`src/rtl/agc_pkg.sv`:
```
// Package: shared constants, types and the target-level decode for the
// absolute-average gain loop. Assumes target fractions are in 1/1024 of
// full-scale magnitude.
package agc_pkg;

    localparam int TGT_FRAC_W = 10;

    typedef enum logic [1:0] {
        STEP_HOLD = 2'd0,
        STEP_DOWN = 2'd1,
        STEP_UP   = 2'd2
    } step_e;

    // Fraction of full scale (x1024) for each target code, loud to quiet.
    function automatic logic [TGT_FRAC_W-1:0] target_frac(input logic [2:0] code);
        logic [TGT_FRAC_W-1:0] k;
        case (code)
            3'd0:    k = 10'd544;
            3'd1:    k = 10'd408;
            3'd2:    k = 10'd324;
            3'd3:    k = 10'd257;
            3'd4:    k = 10'd204;
            3'd5:    k = 10'd145;
            3'd6:    k = 10'd102;
            default: k = 10'd65;
        endcase
        return k;
    endfunction

endpackage

```
`src/rtl/agc_level_meter.sv`:
```
// Level meter: forms the saturated magnitude of each strobed sample and runs
// a first-order recursive average on it. The shift comes from the attack
// setting when the magnitude exceeds the estimate, else from the decay
// setting. Assumes sample_stb is one cycle wide per sample.
module agc_level_meter #(
    parameter int SAMPLE_W = 16,
    parameter int SEL_W    = 3,
    localparam int AVG_W   = SAMPLE_W - 1,
    localparam int DIFF_W  = AVG_W + 1
) (
    input  logic                       clk,
    input  logic                       rst_n,
    input  logic                       sample_stb,
    input  logic signed [SAMPLE_W-1:0] sample_in,
    input  logic [SEL_W-1:0]           attack_sel,
    input  logic [SEL_W-1:0]           decay_sel,
    output logic [AVG_W-1:0]           level
);

    localparam logic [SAMPLE_W-1:0] MOST_NEG = {1'b1, {(SAMPLE_W-1){1'b0}}};
    localparam logic [AVG_W-1:0]    MAG_MAX  = {AVG_W{1'b1}};

    logic [SAMPLE_W-1:0]      negated;
    logic [AVG_W-1:0]         mag;
    logic                     rising;
    logic [SEL_W:0]           shamt;
    logic signed [DIFF_W-1:0] diff;
    logic signed [DIFF_W-1:0] step;
    logic signed [DIFF_W-1:0] sum;
    logic [AVG_W-1:0]         level_q;

    // Saturated magnitude of the incoming sample.
    always_comb begin
        negated = ~sample_in + SAMPLE_W'(1);
        if (sample_in == MOST_NEG)
            mag = MAG_MAX;
        else if (sample_in[SAMPLE_W-1])
            mag = negated[AVG_W-1:0];
        else
            mag = sample_in[AVG_W-1:0];
    end

    // Direction-dependent shift and next estimate.
    always_comb begin
        rising = (mag > level_q);
        shamt  = rising ? ({1'b0, attack_sel} + 1'b1) : ({1'b0, decay_sel} + 1'b1);
        diff   = $signed({1'b0, mag}) - $signed({1'b0, level_q});
        step   = diff >>> shamt;
        sum    = $signed({1'b0, level_q}) + step;
    end

    // Estimate register, updated once per strobe.
    always_ff @(posedge clk) begin
        if (!rst_n)
            level_q <= '0;
        else if (sample_stb)
            level_q <= sum[AVG_W-1:0];
    end

    assign level = level_q;

endmodule

```
`src/rtl/agc_target_decode.sv`:
```
// Target decode: scales the coded target fraction to the width of the level
// estimate. The sample width picks left or right alignment. Purely
// combinational.
module agc_target_decode #(
    parameter int SAMPLE_W = 16,
    parameter int SEL_W    = 3,
    localparam int AVG_W   = SAMPLE_W - 1
) (
    input  logic [SEL_W-1:0] target_sel,
    output logic [AVG_W-1:0] target
);
    import agc_pkg::*;

    logic [2:0]            code;
    logic [TGT_FRAC_W-1:0] frac;

    // Reduce the select to the eight defined codes.
    always_comb begin
        code = 3'(target_sel);
        frac = target_frac(code);
    end

    generate
        if (AVG_W >= TGT_FRAC_W) begin : g_left
            localparam int LSH = AVG_W - TGT_FRAC_W;
            logic [AVG_W-1:0] wide;
            // Widen the fraction, then align it to full scale.
            always_comb begin
                wide   = AVG_W'(frac);
                target = wide << LSH;
            end
        end else begin : g_right
            localparam int RSH = TGT_FRAC_W - AVG_W;
            logic [TGT_FRAC_W-1:0] narrow;
            // Drop the fraction bits that the estimate cannot hold.
            always_comb begin
                narrow = frac >> RSH;
                target = narrow[AVG_W-1:0];
            end
        end
    endgenerate

endmodule

```
`src/rtl/agc_gain_stepper.sv`:
```
// Gain stepper: holds the loop's gain code and step wait counter. On each
// strobe it compares the pre-update level with the target and the noise
// floor, then moves the code by at most one step. Assumes level and target
// share one scale. The ceiling clamp applies on every cycle in loop mode.
module agc_gain_stepper #(
    parameter int AVG_W  = 15,
    parameter int GAIN_W = 7,
    parameter int SEL_W  = 3,
    localparam int CNT_W = (1 << SEL_W)
) (
    input  logic              clk,
    input  logic              rst_n,
    input  logic              sample_stb,
    input  logic              agc_en,
    input  logic [GAIN_W-1:0] fixed_gain,
    input  logic [GAIN_W-1:0] max_gain,
    input  logic [AVG_W-1:0]  level,
    input  logic [AVG_W-1:0]  target,
    input  logic [AVG_W-1:0]  noise_thr,
    input  logic [SEL_W-1:0]  attack_sel,
    input  logic [SEL_W-1:0]  decay_sel,
    output logic [GAIN_W-1:0] gain
);
    import agc_pkg::*;

    logic [GAIN_W-1:0] gain_q;
    logic [GAIN_W-1:0] g_eff;
    logic [CNT_W-1:0]  wait_q;
    logic [CNT_W-1:0]  wait_dn;
    logic [CNT_W-1:0]  wait_up;
    logic              busy;
    step_e             dir;

    // Clamp the held code to the ceiling and pick a step direction.
    always_comb begin
        g_eff   = (gain_q > max_gain) ? max_gain : gain_q;
        busy    = (wait_q != '0);
        wait_dn = (CNT_W'(1) << attack_sel) - CNT_W'(1);
        wait_up = (CNT_W'(1) << decay_sel) - CNT_W'(1);
        if (level > target && g_eff != '0)
            dir = STEP_DOWN;
        else if (level < target && level >= noise_thr && g_eff < max_gain)
            dir = STEP_UP;
        else
            dir = STEP_HOLD;
    end

    // Gain code and wait counter registers.
    always_ff @(posedge clk) begin
        if (!rst_n) begin
            gain_q <= '0;
            wait_q <= '0;
        end else if (!agc_en) begin
            gain_q <= fixed_gain;
            wait_q <= '0;
        end else if (sample_stb && busy) begin
            gain_q <= g_eff;
            wait_q <= wait_q - CNT_W'(1);
        end else if (sample_stb) begin
            case (dir)
                STEP_DOWN: begin
                    gain_q <= g_eff - GAIN_W'(1);
                    wait_q <= wait_dn;
                end
                STEP_UP: begin
                    gain_q <= g_eff + GAIN_W'(1);
                    wait_q <= wait_up;
                end
                default: gain_q <= g_eff;
            endcase
        end else begin
            gain_q <= g_eff;
        end
    end

    assign gain = gain_q;

endmodule

```
`src/rtl/agc_absavg.sv`:
```
// Top of the absolute-average gain loop. It wires the level meter, target
// decode and gain stepper, and chooses between the loop's code and the fixed
// code. gain_valid is the strobe delayed by one register. Assumes one
// strobe per ADC sample and a synchronous active-low reset.
module agc_absavg #(
    parameter int SAMPLE_W = 16,
    parameter int GAIN_W   = 7,
    parameter int SEL_W    = 3,
    localparam int AVG_W   = SAMPLE_W - 1
) (
    input  logic                       clk,
    input  logic                       rst_n,
    input  logic                       sample_stb,
    input  logic signed [SAMPLE_W-1:0] sample_in,
    input  logic                       agc_en,
    input  logic [GAIN_W-1:0]          fixed_gain,
    input  logic [GAIN_W-1:0]          max_gain,
    input  logic [SEL_W-1:0]           target_sel,
    input  logic [SEL_W-1:0]           attack_sel,
    input  logic [SEL_W-1:0]           decay_sel,
    input  logic [AVG_W-1:0]           noise_thr,
    output logic [GAIN_W-1:0]          gain_code,
    output logic                       gain_valid
);

    logic [AVG_W-1:0]  level_q;
    logic [AVG_W-1:0]  target_lvl;
    logic [GAIN_W-1:0] loop_gain;
    logic              valid_q;

    agc_level_meter #(.SAMPLE_W(SAMPLE_W), .SEL_W(SEL_W)) u_meter (
        .clk        (clk),
        .rst_n      (rst_n),
        .sample_stb (sample_stb),
        .sample_in  (sample_in),
        .attack_sel (attack_sel),
        .decay_sel  (decay_sel),
        .level      (level_q)
    );

    agc_target_decode #(.SAMPLE_W(SAMPLE_W), .SEL_W(SEL_W)) u_target (
        .target_sel (target_sel),
        .target     (target_lvl)
    );

    agc_gain_stepper #(.AVG_W(AVG_W), .GAIN_W(GAIN_W), .SEL_W(SEL_W)) u_step (
        .clk        (clk),
        .rst_n      (rst_n),
        .sample_stb (sample_stb),
        .agc_en     (agc_en),
        .fixed_gain (fixed_gain),
        .max_gain   (max_gain),
        .level      (level_q),
        .target     (target_lvl),
        .noise_thr  (noise_thr),
        .attack_sel (attack_sel),
        .decay_sel  (decay_sel),
        .gain       (loop_gain)
    );

    // Update marker: one cycle after each strobe.
    always_ff @(posedge clk) begin
        if (!rst_n)
            valid_q <= 1'b0;
        else
            valid_q <= sample_stb;
    end

    assign gain_code  = agc_en ? loop_gain : fixed_gain;
    assign gain_valid = valid_q;

endmodule

```
`config.mk`:
```
export PLATFORM = sky130hd
export DESIGN_NAME = agc_absavg
export DESIGN_NICKNAME = d
export VERILOG_FILES = /design/src/rtl/agc_pkg.sv /design/src/rtl/agc_level_meter.sv /design/src/rtl/agc_target_decode.sv /design/src/rtl/agc_gain_stepper.sv /design/src/rtl/agc_absavg.sv
export SDC_FILE = /design/constraint.sdc
export NUM_CORES = 1
export LEC_CHECK = 0
export ABC_AREA = 1
export BUFFER_PORTS_ARGS = -buffer_cell sky130_fd_sc_hd__buf_2
export CAP_MARGIN = 40
export CORE_ASPECT_RATIO = 1.4
export CORE_MARGIN = 2
export CORE_UTILIZATION = 55
export CTS_BUF_LIST = sky130_fd_sc_hd__clkbuf_4 sky130_fd_sc_hd__clkbuf_8 sky130_fd_sc_hd__clkbuf_16
export CTS_CLUSTER_DIAMETER = 60
export DETAILED_ROUTE_END_ITERATION = 16
export GPL_ROUTABILITY_DRIVEN = 0
export GPL_TIMING_DRIVEN = 0
export PLACE_DENSITY_LB_ADDON = 0.08
export SKIP_LAST_GASP = 1
export SLEW_MARGIN = 10
export SYNTH_ARGS = -nofsm -noshare
export SYNTH_HDL_FRONTEND = slang
export SYNTH_SLANG_ARGS = --single-unit
```
`constraint.sdc`:
```
create_clock -name clk -period 6.65 [get_ports clk]
set_clock_uncertainty 0.05 [all_clocks]
set_input_delay 0.3325 -clock clk [delete_from_list [all_inputs] [get_ports clk]]
set_output_delay 0.3325 -clock clk [all_outputs]
set_load 0.1 [all_outputs]
```
=== Yosys cells after proc, flatten, opt, wreduce, memory -nomap -nowiden ===
Index checks and enable logic that the tools add are counted.
Widths: inputs -> output; s select.

* Output and inout port bits: 8
* Flip-flop bits (word level): 31
* Input port bits: 58

* Equal/unequal tests: 9
* Multiplexer cells: 15
* Reductions and logical operators: 11
* Bitwise logic cells: 1
* Add/sub/neg operators: 10
* Shift-type cells: 3
* $lt $le $gt $ge: 6

{| class="wikitable"
|+ Operators by type and width
! operator !! count
|-
| $pmux 10 s7 || 1
|-
| $mux 7 || 5
|-
| $gt 15x15->1 || 2
|-
| $mux 15 || 2
|-
| $eq 16x16->1 const B || 1
|-
| $mux 8 || 2
|-
| $pmux 8 s2 || 1
|-
| $shl 1x3->8 const A || 2
|-
| $sshr 16x4->15 || 1
|-
| $sub 15x15->16 || 1
|-
| $sub 8x2->8 const B || 2
|-
| $add 15x15->15 || 1
|-
| $add 15x2->15 const B || 1
|-
| $ge 15x15->1 || 1
|-
| $lt 15x15->1 || 1
|-
| $not 15->15 || 1
|-
| $pmux 7 s2 || 1
|-
| $eq 3x3->1 const B || 3
|-
| $add 3x1->4 const B || 2
|-
| $reduce_bool 8->1 || 1
|-
| $sub 8x1->8 const B || 1
|-
| $add 7x1->7 const B || 1
|-
| $gt 7x7->1 || 1
|-
| $lt 7x7->1 || 1
|-
| 13 further kinds || 19
|}

=== Longest topological paths before layout ===
* Depth in word-level cells: 12
* Mapped depth: 49

=== Modules after synthesis ===
From an unflattened synthesis, not the netlist that was laid out.

* Cell total of the unflattened synthesis: 970
* Area total of the unflattened synthesis: 5987.0 µm²

{| class="wikitable"
|+ By module, submodules not included
! module !! area each (µm²) !! instances !! cells each
|-
| agc_level_meter || 3224.3 || 1 || 527
|-
| agc_gain_stepper || 2513.7 || 1 || 390
|-
| agc_target_decode || 127.6 || 1 || 27
|-
| agc_absavg || 121.4 || 1 || 26
|}

=== Worst setup path after synthesis ===
No wires, ideal clock.

* Path type: in2reg
* Start: input port sample_in[1]
* End: register u_meter.level_q[14] (netlist: u_meter.level[14])
* Slack: 0.759 ns
* Arrival time: 5.728 ns
* Stages: 46
* Library setup time: 0.113 ns
* Path through: inv_1 -> ha_1 -> inv_1 -> nor3_1 -> inv_1 -> nor3_1 -> nand3_1 -> nor3_1 -> inv_1 -> nor2_1 -> nor2_1 -> ha_1 -> inv_1 -> fa_1 -> nand2_1 -> nand2_1 -> nand3_1 -> nand2_1 -> [10 not listed] -> nand3_1 -> o21ai_0 -> ha_1 -> fa_1 -> nand3_1 -> nand3_1 -> nand2_1 -> o211ai_1 -> nand2_1 -> nand2_1 -> a21oi_1 -> o21ai_0 -> a21oi_1 -> inv_1 -> a21oi_1 -> nor2_1 -> nor2_1 -> nor2_1

* Word-level cells in the longest chain between the ends: 8
* Elaborated cells between the ends (all ways): 10
* Classes of those cells: 3 x add/sub; 1 x order compare; 1 x eq/ne; 1 x shift; 3 x mux; 1 x bitwise

{| class="wikitable"
|+ Ends and longest elaborated chain
! what !! line !! RTL
|-
| from (decl) || agc_absavg.sv:14 || <nowiki>input logic signed [SAMPLE_W-1:0] sample_in,</nowiki>
|-
| $not 15->15 || agc_level_meter.sv:34 || <nowiki>negated = ~sample_in + SAMPLE_W'(1);</nowiki>
|-
| $add 15x2->15 || agc_level_meter.sv:34 ||
|-
| $mux 15 || agc_level_meter.sv:37 || <nowiki>else if (sample_in[SAMPLE_W-1])</nowiki>
|-
| $mux 15 * || agc_level_meter.sv:35 || <nowiki>if (sample_in == MOST_NEG)</nowiki>
|-
| $gt 15x15->1 || agc_level_meter.sv:45 || <nowiki>rising = (mag > level_q);</nowiki>
|-
| $mux 4 || agc_level_meter.sv:46 || <nowiki>shamt = rising ? ({1'b0, attack_sel} + 1'b1) : ({1'b0, decay_sel} + 1'b1);</nowiki>
|-
| $sshr 16x4->15 * || agc_level_meter.sv:48 || <nowiki>step = diff >>> shamt;</nowiki>
|-
| $add 15x15->15 * || agc_level_meter.sv:49 || <nowiki>sum = $signed({1'b0, level_q}) + step;</nowiki>
|-
| to (signal assigned) || agc_level_meter.sv:57 || <nowiki>level_q <= sum[AVG_W-1:0];</nowiki>
|-
| to (decl) || agc_level_meter.sv:30 || <nowiki>logic [AVG_W-1:0] level_q;</nowiki>
|}

Every way passes the cells marked *; elsewhere a longest branch is shown, timed or not.
A chain may end at the register's enable or synchronous reset.

=== Worst setup path in the final report ===
Same ends and word-level chain as after synthesis.

==> impl_results.md <==
- Status: finished clean
- Async S/R FF share, synth: 0%
- NumNets Final: 1136
- Final hold vios: 0
- Synth warnings: 0
- Share of the synthesized area in the top cell type: 17.5%
- Drt first-iter violations: 255
- Critical Path End Type: flip-flop
- Worst endpoint required time: 6.82 ns
- Final wirelength: 14.8 mm
- Worst Tran Pin Value: 0.584 ns
- Global-route wire length before repair: 23.3 mm
- Min-Delay Path Class: input pin to flip-flop
- Max VDD drop: 0.000345 V
- Distinct cells, synth: 43
- Routing usage on met1: 32.2%
- Synth area leader: ha_1
- Crit path max-delay family: simple AND/OR/NAND/NOR gates
- GR peak layer: met2
- Worst hold margin: 0.244 ns
- Leakage: 3.44 nW
- CTS buffer count: 5
- Area after DPL: 5990 µm²
- Grt met2 use: 50.0%
- Vias in the first global route: 5222
- Die height: 122 µm
- DIE AREA: 10800 µm²
- Post-route cell area: 6240 µm²
- Worst path buffer plus inverter count: 9
- Hold depth: 3
- Clk Latency, worst-skew pair: 0.28 ns
- Post-synthesis cell count: 926
- Worst Reg-to-Reg Cells: 35
- Critical R2R Launch: u_meter.level[6]
- Worst Path Arrival: 6.29 ns
- Hold_buf cts: 0
- Syn avg cell area: 5.94 µm²
- EDFF count, synth: 0
- P&R area growth vs syn: 13.4%
- RR Endpoint: u_meter.level[14]
- Vias: 5986
- Routed length per placed instance: 13.1 µm
- Worst Hold End: u_step.gain[2]
- Share of cells above drive strength 1: 12.1%
- Seq/Total Area, Yosys: 11.3%
- Final worst path period share: 92.0%
- Critical path fanouts, max: 10
- Fmax: 163 MHz
- Largest net degree at the start of global routing: 11
- # IOs: 66
- CP Launch Type: input pin
- Post-synth top cells: nand2_1, inv_1, a21oi_1, o21ai_0, ha_1
- Die Span X: 88.5 µm
- DRC viols: 0
- H-Tree Level Count: 2
- IO buf count: 64
- Count leader, synth: nand2_1
- Drt first pass iters: 4
- Hpwl dp: 12.5 mm
- Initial core utilization: 55.9%
- Final min period: 6.12 ns
- Mapped Nets: 1064
- Hold Startpoint: fixed_gain[2]
- Routed Antenna Nets: 0
- CTS tree: built
- Slew headroom: 60.9%
- Crit-path most repeated cell: nand2_1
- R2R Setup Slk: 1.38 ns
- Gr ovfl total: 0
- Primary FF master, synth: dfxtp_1
- Post-Syn Area: 5500 µm²
- Reg clk slew, reported paths: 0.05 ns
- PwrDens: 545 nW/µm²
- Highest-delay cell along the critical path: fa_1
- Count of pins over their slew limit: 0
- Post-synthesis register bit count: 31
- Crit-path max cell delay: 0.41 ns
- Top post-synthesis cells by area: ha_1, nand2_1, dfxtp_1
- Max cap viols: 0
- TritonCTS sink count: 31
- Root buffer cell: clkbuf_16
- Initial antenna violation count: 0
- Rows: 43
- DR vias/cell: 5.28
- Total track usage: 27.4%
- Met3 usage: 3.03%
- Antenna fix cells: 0
- Critical path type: input pin to flip-flop
- Floorplan Core Area: 9850 µm²
- Setup Viol. Count Final: 0
- Max Root-Sink Buffers: 2
-- flip-flops by register name, summed over array words and instances, names as in the netlist --
| register | count |
|---|---|
| u_meter.level | 15 |
| u_step.wait_q | 8 |
| u_step.gain | 7 |
| gain_valid | 1 |
-- logic make-up (layout without fill, tap and decap cells) --
logic type / count (synthesis) / after routing / share of synthesized area, %
flops: 31 / 31 / 11.3
fa+ha+maj: 80 / 80 / 18.6
buf+inv: 171 / 244 / 11.8
mux: 3 / 3 / 0.546
compound gates: 194 / 194 / 19.1
xor+xnor: 35 / 35 / 5.71
simple gates: 412 / 412 / 32.9
-- routing by layer --
| layer | vias up | routed length [µm] | part of all wire, % |
|---|---|---|---|
| li1 | 3188 | - | - |
| met1 | 2639 | 6250 | 42 |
| met2 | 124 | 7590 | 51 |
| met3 | 35 | 471 | 3.2 |
| met4 | 0 | 506 | 3.4 |
| met5 | - | 0 | 0 |
-- cell usage in the layout (no fill, tap or decap), types with 12 or more instances in the layout --
master / n
nand2_1: 227
inv_1: 153
o21ai_0: 78
a21oi_1: 77
ha_1: 76
buf_2: 68
nand3_1: 64
nor2_1: 58
dfxtp_1: 31
xor2_1: 26
nand4_1: 14
nand2_2: 12
-- worst reg2reg max path: cells and delay by family, from the launching register on --
kind / cells / cell delay, ns
flip-flops: 1 / 0.45
adder cells (fa/ha/maj): 4 / 1.21
AO/OA/AOI/OAI: 6 / 0.81
AND/OR/NAND/NOR: 20 / 1.87
XOR/XNOR: 1 / 0.23
buffers and inverters: 4 / 0.60
-- stage by stage --
stage | TNS, ns | worst slack, ns | std cells | util (%) | power [mW]
2_1_floorplan | 0 | 0.759 | 926 | - | 2.46
6_report | 0 | 0.529 | 1134 | 63.3 | 3.40
4_1_cts | 0 | 0.0547 | 1133 | 62.6 | 3.32
3_3_place_gp | -0.879 | -0.466 | 1125 | 60.8 | 3.03
3_5_place_dp | -1.08 | -0.501 | 1125 | 60.8 | 3.04
5_1_grt | -0.0246 | -0.0246 | 1134 | 63.3 | 3.77
-- power breakdown --
part	switching, mW	leakage [nW]	internal [mW]
sequential	0.0693	0.256	0.250
clock	0.0855	0.0761	0.159
combinational	1.78	3.10	1.05
total	1.94	3.44	1.46
-- how the worst max path moves through the flow --
stage / startpoint / to / slack (ns) / cells after the start
3_3_place_gp: sample_in[1] / u_meter.level[14] / -0.47 / 44
5_1_grt: sample_in[1] / u_meter.level[14] / -0.02 / 47
3_5_place_dp: sample_in[1] / u_meter.level[14] / -0.50 / 44
4_1_cts: sample_in[1] / u_meter.level[14] / 0.05 / 45
2_1_floorplan: sample_in[1] / u_meter.level[14] / 0.76 / 46
6_report: sample_in[1] / u_meter.level[14] / 0.53 / 45
-- cell type report --
cell class	instances	area, µm²
multi-input combinational	724	4300
sequential	31	621
clock inverter	1	7.51
inverter	157	589
tap	135	169
fill	1052	3610
clock buffer	7	153
buffer	14	72.6
timing repair buffer	65	328
-- timing repair --
item	4_1_cts	5_1_grt
pin swaps	0	0
buffers inserted	0	1
setup endpoints to repair	2	5
resized for setup	4	15
Note: power is estimated with default switching activity, not from simulation.
